**src/rtl/icc_pkg.sv**
```systemverilog
package icc_pkg;

    localparam int WORD_W = 16;
    localparam int ADDR_W = 12;
    localparam int OPC_W  = 3;
    localparam int SC_W   = 4;
    localparam int STEPS  = 1 << SC_W;
    localparam int DEC_N  = 1 << OPC_W;

    // first step in which the external clear is honoured
    localparam int EXEC_STEP = 4;

    typedef enum logic [1:0] {
        KIND_MEM_DIR = 2'd0,
        KIND_MEM_IND = 2'd1,
        KIND_REG     = 2'd2,
        KIND_IO      = 2'd3
    } kind_t;

    typedef struct packed {
        logic              ind;
        logic [OPC_W-1:0]  opc;
        logic [ADDR_W-1:0] addr;
    } instr_t;

    typedef struct packed {
        logic ar_from_pc;
        logic ar_from_ir;
        logic ar_from_mem;
        logic ir_load;
        logic pc_inc;
        logic i_load;
    } dp_ctl_t;

    function automatic kind_t classify(input logic top_line, input logic mode);
        case ({top_line, mode})
            2'b00:   return KIND_MEM_DIR;
            2'b01:   return KIND_MEM_IND;
            2'b10:   return KIND_REG;
            default: return KIND_IO;
        endcase
    endfunction

endpackage

```
**src/rtl/icc_step_counter.sv**
```systemverilog
module icc_step_counter
    import icc_pkg::*;
#(
    parameter int CNT_W = SC_W,
    localparam int NLINES = 1 << CNT_W
) (
    input  logic              clk,
    input  logic              rst,
    input  logic              clear,
    output logic [CNT_W-1:0]  cnt,
    output logic [NLINES-1:0] lines
);

    always_ff @(posedge clk) begin
        if (rst || clear) begin
            cnt <= '0;
        end else begin
            cnt <= cnt + 1'b1;
        end
    end

    for (genvar k = 0; k < NLINES; k++) begin : g_line
        assign lines[k] = (cnt == CNT_W'(k));
    end

    // the counter never keeps its value
    a_r2_advance_or_clear: assert property (@(posedge clk) disable iff (rst)
        !rst |=> (cnt == '0) || (cnt == $past(cnt) + 1'b1));

    a_r2_clear_works: assert property (@(posedge clk) disable iff (rst)
        clear |=> cnt == '0);

endmodule

```
**src/rtl/icc_opdecoder.sv**
```systemverilog
module icc_opdecoder
    import icc_pkg::*;
#(
    parameter int SEL_W = OPC_W,
    localparam int NOUT = 1 << SEL_W
) (
    input  logic [SEL_W-1:0] sel,
    output logic [NOUT-1:0]  onehot
);

    for (genvar n = 0; n < NOUT; n++) begin : g_out
        assign onehot[n] = (sel == SEL_W'(n));
    end

    // exactly one decode line
    always_comb begin
        a_r3_dec_onehot: assert ($countones(onehot) == 1);
    end

endmodule

```
**src/rtl/icc_datapath.sv**
```systemverilog
module icc_datapath
    import icc_pkg::*;
(
    input  logic              clk,
    input  logic              rst,
    input  dp_ctl_t           ctl,
    input  logic [WORD_W-1:0] rdata,
    output logic [ADDR_W-1:0] pc,
    output logic [ADDR_W-1:0] ar,
    output instr_t            ir,
    output logic              ibit
);

    always_ff @(posedge clk) begin
        if (rst) begin
            ar <= '0;
        end else if (ctl.ar_from_pc) begin
            ar <= pc;
        end else if (ctl.ar_from_ir) begin
            ar <= ir.addr;
        end else if (ctl.ar_from_mem) begin
            ar <= rdata[ADDR_W-1:0];
        end
    end

    always_ff @(posedge clk) begin
        if (rst) begin
            pc <= '0;
        end else if (ctl.pc_inc) begin
            pc <= pc + 1'b1;
        end
    end

    always_ff @(posedge clk) begin
        if (rst) begin
            ir <= '0;
        end else if (ctl.ir_load) begin
            ir <= instr_t'(rdata);
        end
    end

    always_ff @(posedge clk) begin
        if (rst) begin
            ibit <= 1'b0;
        end else if (ctl.i_load) begin
            ibit <= ir.ind;
        end
    end

    // indirect load takes the low bits of the word read
    a_r4_indirect_load: assert property (@(posedge clk) disable iff (rst)
        ctl.ar_from_mem |=> ar == $past(rdata[ADDR_W-1:0]));

    // PC moves only on the fetch read
    a_r3_pc_hold: assert property (@(posedge clk) disable iff (rst)
        !ctl.pc_inc |=> $stable(pc));

endmodule

```
**src/rtl/icc_sequencer.sv**
```systemverilog
module icc_sequencer
    import icc_pkg::*;
(
    input  logic              clk,
    input  logic              rst,
    output logic [11:0]       mem_addr,
    input  logic [15:0]       mem_rdata,
    output logic              mem_rd,
    input  logic              exec_clear,
    output logic [3:0]        step,
    output logic [15:0]       timing,
    output logic [7:0]        dec,
    output logic [1:0]        kind,
    output logic [11:0]       ar,
    output logic [11:0]       pc,
    output logic              ibit,
    output logic              exec_stb,
    output logic              handoff_stb
);

    instr_t  ir;
    dp_ctl_t ctl;
    logic    sc_clear;
    logic    top_line;
    logic    ind_path;
    logic    in_exec;

    icc_step_counter #(.CNT_W(SC_W)) i_counter (
        .clk   (clk),
        .rst   (rst),
        .clear (sc_clear),
        .cnt   (step),
        .lines (timing)
    );

    icc_opdecoder #(.SEL_W(OPC_W)) i_decoder (
        .sel    (ir.opc),
        .onehot (dec)
    );

    icc_datapath i_datapath (
        .clk   (clk),
        .rst   (rst),
        .ctl   (ctl),
        .rdata (mem_rdata),
        .pc    (pc),
        .ar    (ar),
        .ir    (ir),
        .ibit  (ibit)
    );

    assign top_line = dec[DEC_N-1];
    assign ind_path = timing[3] & ~top_line & ibit;
    assign in_exec  = (step >= SC_W'(EXEC_STEP));

    always_comb begin
        ctl             = '0;
        ctl.ar_from_pc  = timing[0];
        ctl.ir_load     = timing[1];
        ctl.pc_inc      = timing[1];
        ctl.ar_from_ir  = timing[2];
        ctl.i_load      = timing[2];
        ctl.ar_from_mem = ind_path;
    end

    assign mem_addr    = ar;
    assign mem_rd      = timing[1] | ind_path;
    assign exec_stb    = timing[3] & top_line;
    assign handoff_stb = timing[EXEC_STEP] & ~top_line;
    assign kind        = classify(top_line, ibit);
    assign sc_clear    = exec_stb | (exec_clear & in_exec);

    // direct memory path leaves AR alone and proceeds to step 4
    a_r5_direct_ar_stable: assert property (@(posedge clk) disable iff (rst)
        (timing[3] && !top_line && !ibit) |=> $stable(ar) && step == 4'd4);

    // register and input-output path returns to step 0
    a_r6_return_to_fetch: assert property (@(posedge clk) disable iff (rst)
        exec_stb |=> step == 4'd0 && $stable(ar));

    // indirect path proceeds to step 4
    a_r4_to_exec: assert property (@(posedge clk) disable iff (rst)
        ind_path |=> step == 4'd4);

    // clear in a fetch step is ignored
    a_r9_early_clear_ignored: assert property (@(posedge clk) disable iff (rst)
        (exec_clear && !in_exec && !exec_stb) |=> step == $past(step) + 1'b1);

    // one timing line at a time
    a_r2_timing_single: assert property (@(posedge clk) disable iff (rst)
        $countones(timing) == 1);

    // both strobes never together
    a_r8_strobes_exclusive: assert property (@(posedge clk) disable iff (rst)
        !(exec_stb && handoff_stb));

endmodule

```
**config.mk**
```make
export PLATFORM = sky130hd
export DESIGN_NAME = icc_sequencer
export DESIGN_NICKNAME = d
export VERILOG_FILES = /design/src/rtl/icc_pkg.sv /design/src/rtl/icc_step_counter.sv /design/src/rtl/icc_opdecoder.sv /design/src/rtl/icc_datapath.sv /design/src/rtl/icc_sequencer.sv
export SDC_FILE = /design/constraint.sdc
export NUM_CORES = 1
export LEC_CHECK = 0
export BUFFER_PORTS_ARGS = -buffer_cell sky130_fd_sc_hd__buf_2
export CELL_PAD_IN_SITES_DETAIL_PLACEMENT = 0
export CELL_PAD_IN_SITES_GLOBAL_PLACEMENT = 1
export CORE_ASPECT_RATIO = 2
export CORE_MARGIN = 5
export CORE_UTILIZATION = 38
export CTS_CLUSTER_DIAMETER = 50
export CTS_CLUSTER_SIZE = 14
export DETAILED_ROUTE_END_ITERATION = 10
export GPL_TIMING_DRIVEN = 0
export MAX_ROUTING_LAYER = met4
export PLACE_DENSITY_LB_ADDON = 0.1
export RECOVER_POWER = 25
export SLEW_MARGIN = 15
export SYNTH_ARGS = -nofsm -noshare
export SYNTH_HDL_FRONTEND = slang
export SYNTH_SLANG_ARGS = --single-unit
```
**constraint.sdc**
```tcl
create_clock -name clk -period 4.3 [get_ports clk]
set_clock_uncertainty 0.05 [all_clocks]
set_input_delay 0.645 -clock clk [delete_from_list [all_inputs] [get_ports clk]]
set_output_delay 0.645 -clock clk [all_outputs]
set_load 0.005 [all_outputs]
```
==> flow_summary.toml, run 1 <==
[outcome]
status = "finished, final reports clean"

[synth]
yosysTopAreaCell = "dfxtp_1"
netlist_top_cells_count = "54 x nand2_1, 45 x dfxtp_1, 36 x nor2_1"
synthTopCellsByArea = "dfxtp_1 37%, nand2_1 8.4%, nor2_1 5.6%"
synth.most_common_cell = "nand2_1"
ys_ff_latch = 45
ys_async_sr_fraction = 0
ys_warn_count = 0
netlist.area_leader.share = 0.374
synth_area_mm2 = 0.00241
syn-num-nets = 322
yosys.cell_types.count = 42
synth-edff-count = 0
yosysSeqAreaShare = 0.374
synth-main-ff-cell = "dfxtp_1"
syn_inst = 298
synth.avg_cell_area_um2 = 8.07

[job]
maxCapViolations = 0

[timing]
finalCritPeriodShare = 0.709
fmax_mhz = 328
fin_ws_ps = 1250
rsz0062_at_grt = "no"
setup_viol = 0
whs_ps = 407
slew_violations = 0
totalNegativeSetupSlack_ps = 0
worst_pin_slew_ps = 591
period_minus_slack_ps = 3050
finalHoldViolCount = 0
slew_headroom = 0.605

[cts]
cts_made_buffers = 5
clock_latency_ps = 290
path_clk_slew_ps = 60
cts_tree = "yes"
cts-root-buf = "clkbuf_16"
cts.repair.resized = 0
cts.path.max_buffers = 2
ctsHoldBuffers = 0
cts_setup_buffers = 0
cts.sinks = 45
cts_max_level = 2

[setup_path]
critPathKind = "reg2out"
crit_required_ps = 3610
crit_chain = "clkbuf_1, nor2_1, nand2_2, inv_2, buf_2, buf_2"
slowest_stage = "nor2_1"
slowest_delay_ps = 510
end_kind = "output port"
cp-start-kind = "flip-flop"
critical_path_peak_fanout = 10
critPathArrivalTime_ps = 2350
cpMostUsedCell = "buf_2"

[placed_design]
hpwl_um = 5540
post_dp_cell_area_mm2 = 0.00295
gp_congestion = 0.818
numPortBuffers = 87
dp_slack_ps = 1870

[grt]
grt_overflow = 0
grtUsageTotal = 0.190
first_global_vias = 2243
antenna_found_initial = 0
grt_pass1_wl_um = 11600
grt_max_degree = 14

[floorplanning]
chipWidth_um = 66.3
core-area_mm2 = 0.00626
boundaryPins = 89
dieArea_mm2 = 0.00812
rows = 41
die_h_um = 123
initial_core_util = 0.384

[power_and_ir_drop]
p_leak_nw = 1.49
vdd_drop_max_uv = 182
power_density_mw_per_mm2 = 398
p_total_w = 0.00123

[routing]
wl_per_cell_um = 14.8
wirelength_um = 7090
firstDrtPassIters = 6
vias_per_cell = 4.93
vias = 2363
dr.first_iter.drc_count = 98
ant_nets = 0
drc = 0

[final_layout]
syn2layout_area_growth_pct = 28.9
drive_gt1_frac = 0.303
fin_area_mm2 = 0.00310
n_antenna_cell = 0
fill_cells = 665
fin_nets = 416

[hold_path]
hold_path_class = "reg2reg"
[report_power, final]
part           internal [W]  switching [W]  total, W
logic              0.000136       0.000164  0.000300
clock network      0.000290       0.000159  0.000449
registers          0.000454      0.0000296  0.000484
[cell usage in the layout (no fill, tap or decap), types with 6 or more instances in the layout]
cell type and n:
a21oi_1 24, and2_1 9, nand2_1 54, nor2_1 37
xnor2_1 8, dfxtp_1 45, a22o_1 9, buf_4 8
and3_1 8, buf_2 85, clkbuf_1 17, clkbuf_4 6
o22ai_1 8, inv_1 6
[path summary, 6_finish.rpt]
path               startpoint               end  slack (ps)  cells past startpoint
max          i_counter.cnt[3]         timing[1]        1250                      6
min          i_datapath.ir[6]  i_datapath.ir[6]         410                      2
max reg2reg  i_counter.cnt[3]  i_datapath.ir[9]        2050                      7
min reg2reg  i_datapath.ir[6]  i_datapath.ir[6]         410                      2
[critical path, delay by kind of cell, from the launching register on]
kind | cells | cell delay [ps]
buffers and inverters | 4 | 930
AND/OR/NAND/NOR | 2 | 790
flip-flops | 1 | 350
[flip-flops by register name, summed over array words and instances, names as in the netlist]
| signal | cells |
|---|---|
| i_datapath.ir | 16 |
| i_datapath.ar | 12 |
| i_datapath.pc | 12 |
| i_counter.cnt | 4 |
| i_datapath.ibit | 1 |
[metrics by stage]
step,cells,util
after floorplan,298,-
after global placement,471,0.471
after detailed placement,471,0.471
after CTS,479,0.499
after global routing,479,0.495
final,479,0.495
[layout make-up]
cell class	instances	area (µm²)	area share
multi-input cells	212	1260	0.406
flip-flops and latches	45	901	0.291
repair buffers	87	425	0.137
plain buffers	33	206	0.0666
clock buffers	7	143	0.0460
well taps	86	108	0.0347
clock inverters	1	30.0	0.00969
inverters	8	30.0	0.00969
[metal layers]
metal,track usage,share of wire
met1,0.219,0.40
met2,0.327,0.53
met3,0.0284,0.047
met4,0.0662,0.019
met5,-,0
[logic make-up after synthesis]
family / synth area share
AND/OR/NAND/NOR: 0.303
AO/OA/AOI/OAI: 0.153
flip-flops: 0.374
buffers and inverters: 0.0998
XOR/XNOR: 0.0437
adder cells (fa/ha/maj): 0.0260
Power figures use the tool's default switching activity.
==> run 2, diff against run 1 <==
Settings changed: CORE_UTILIZATION 38 to 35.
Clock period 4.3 ns to 3.1 ns, I/O delays scaled along.
==> flow_summary.toml, run 2 (synthesis results as in run 1) <==
[grt]
grtUsageTotal = 0.181
antenna_found_initial = 0
grt_pass1_wl_um = 11600
first_global_vias = 2270
grt_overflow = 0
grt_max_degree = 14

[timing]
totalNegativeSetupSlack_ps = 0
finalHoldViolCount = 0
slew_headroom = 0.612
fin_ws_ps = 502
finalCritPeriodShare = 0.838
period_minus_slack_ps = 2600
fmax_mhz = 385
worst_pin_slew_ps = 582
slew_violations = 0
setup_viol = 0
rsz0062_at_grt = "no"
whs_ps = 364

[final_layout]
syn2layout_area_growth_pct = 29.3
drive_gt1_frac = 0.300
fill_cells = 747
top_register = "i_datapath.ir"
largest_reg_flops = 16
reg.largest.list = "i_datapath.ir x16, i_datapath.ar x12, i_datapath.pc x12"
n_antenna_cell = 0
fin_nets = 416
fin_cells = 481
final_util = 0.466
layout_commonest_cell = "buf_2"
final_cell_mix = "82 x buf_2, 54 x nand2_1, 45 x dfxtp_1"

[power_and_ir_drop]
clkPwrFrac = 0.364
switching_share = 0.285
pwr-share-comb = 0.243
p_leak_nw = 1.49
p_int_w = 0.00122
vdd_drop_max_uv = 365
power_density_mw_per_mm2 = 549
switchingPower_w = 0.000486
p_seq_frac = 0.393

[job]
maxCapViolations = 0

[cts]
cts-root-buf = "clkbuf_16"
clock_latency_ps = 280
ctsHoldBuffers = 0
cts_tree = "yes"
cts.path.max_buffers = 2
cts_max_level = 2
cts_setup_buffers = 0
cts.sinks = 45
cts.repair.resized = 0
path_clk_slew_ps = 60
cts_made_buffers = 5

[routing]
vias = 2319
firstDrtPassIters = 4
wirelength_um = 7400
drc = 0
ant_nets = 0
vias_per_cell = 4.82
dr.first_iter.drc_count = 113
wl_per_cell_um = 15.4

[setup_path]
critPathKind = "reg2out"
reg2reg_depth = 6
reg2reg_to = "i_datapath.ar[11]"
regToRegStartpoint = "i_counter.cnt[0]"
critPathArrivalTime_ps = 2080
end_kind = "output port"
cp-start-kind = "flip-flop"
crit_required_ps = 2580
rrSetupSlack_ps = 1100
critical_path_peak_fanout = 10

[placed_design]
hpwl_um = 5700
dp_slack_ps = 785
gp_congestion = 0.818
numPortBuffers = 87
placed_cells = 473

[outcome]
status = "finished, final reports clean"

[hold_path]
hold_path_class = "in2reg"
holdPathEnd = "i_datapath.ir[12]"
min_path_cells = 3
holdCritStartpoint = "mem_rdata[12]"

[floorplanning]
dieArea_mm2 = 0.00873
chipWidth_um = 68.6
initial_core_util = 0.361
core-area_mm2 = 0.00667
boundaryPins = 89
die_h_um = 127
rows = 42
run 2: cell types whose count changed in the layout (fill, tap and decap cells not counted):
| cell | delta |
|---|---|
| buf_1 | -1 |
| buf_2 | -3 |
| buf_4 | -3 |
| clkbuf_1 | +3 |
| clkbuf_4 | +4 |
| nor2_1 | -1 |
| nor2_4 | +1 |
run 2: area by class of cell:
type / count / area, µm² / share of cell area
Sequential cell: 45 / 901 / 0.290
Tap cell: 88 / 110 / 0.0354
Multi-Input combinational cell: 212 / 1260 / 0.407
Inverter: 8 / 30.0 / 0.00965
Timing Repair Buffer: 87 / 422 / 0.136
Buffer: 33 / 210 / 0.0676
Clock inverter: 1 / 30.0 / 0.00965
Clock buffer: 7 / 143 / 0.0459
run 2: metrics by stage:
step / total power (W) / cell area [µm²]
floorplan: 0.000947 / 2410
global placement: 0.00111 / 2950
detailed placement: 0.00111 / 2950
CTS: 0.00174 / 3120
global route: 0.00180 / 3110
finish: 0.00171 / 3110
run 2: power groups by stage:
| stage | Clock (W) | Sequential (W) | Combinational (W) |
|---|---|---|---|
| after CTS | 0.000636 | 0.000672 | 0.000429 |
| after floorplan | 0 | 0.000679 | 0.000268 |
| after detailed placement | 0 | 0.000685 | 0.000427 |
| after global placement | 0 | 0.000683 | 0.000423 |
| after global routing | 0.000659 | 0.000679 | 0.000463 |
| final | 0.000621 | 0.000671 | 0.000414 |
run 2: critical path: stages, from the launching register on:
cell and delay, ps:
dfxtp_1 440, ha_1 400, nand2_2 240, inv_2 240
buf_2 300, buf_2 160
run 2: layer usage:
metal / track usage / vias to the layer above / share of wire
met5: - / - / 0
met3: 0.0343 / 9 / 0.053
li1: - / 1187 / -
met4: 0.0586 / 0 / 0.018
met1: 0.198 / 1059 / 0.39
met2: 0.317 / 64 / 0.54
run 2: worst max-delay path by stage:
stage	from	end	slack [ps]	cells past startpoint
2_1_floorplan	i_counter.cnt[0]	timing[0]	1280	5
3_3_place_gp	i_counter.cnt[0]	timing[1]	820	5
3_5_place_dp	i_counter.cnt[1]	mem_rd	790	6
4_1_cts	i_counter.cnt[0]	timing[1]	470	5
5_1_grt	i_counter.cnt[1]	mem_rd	390	6
6_report	i_counter.cnt[0]	timing[1]	500	5
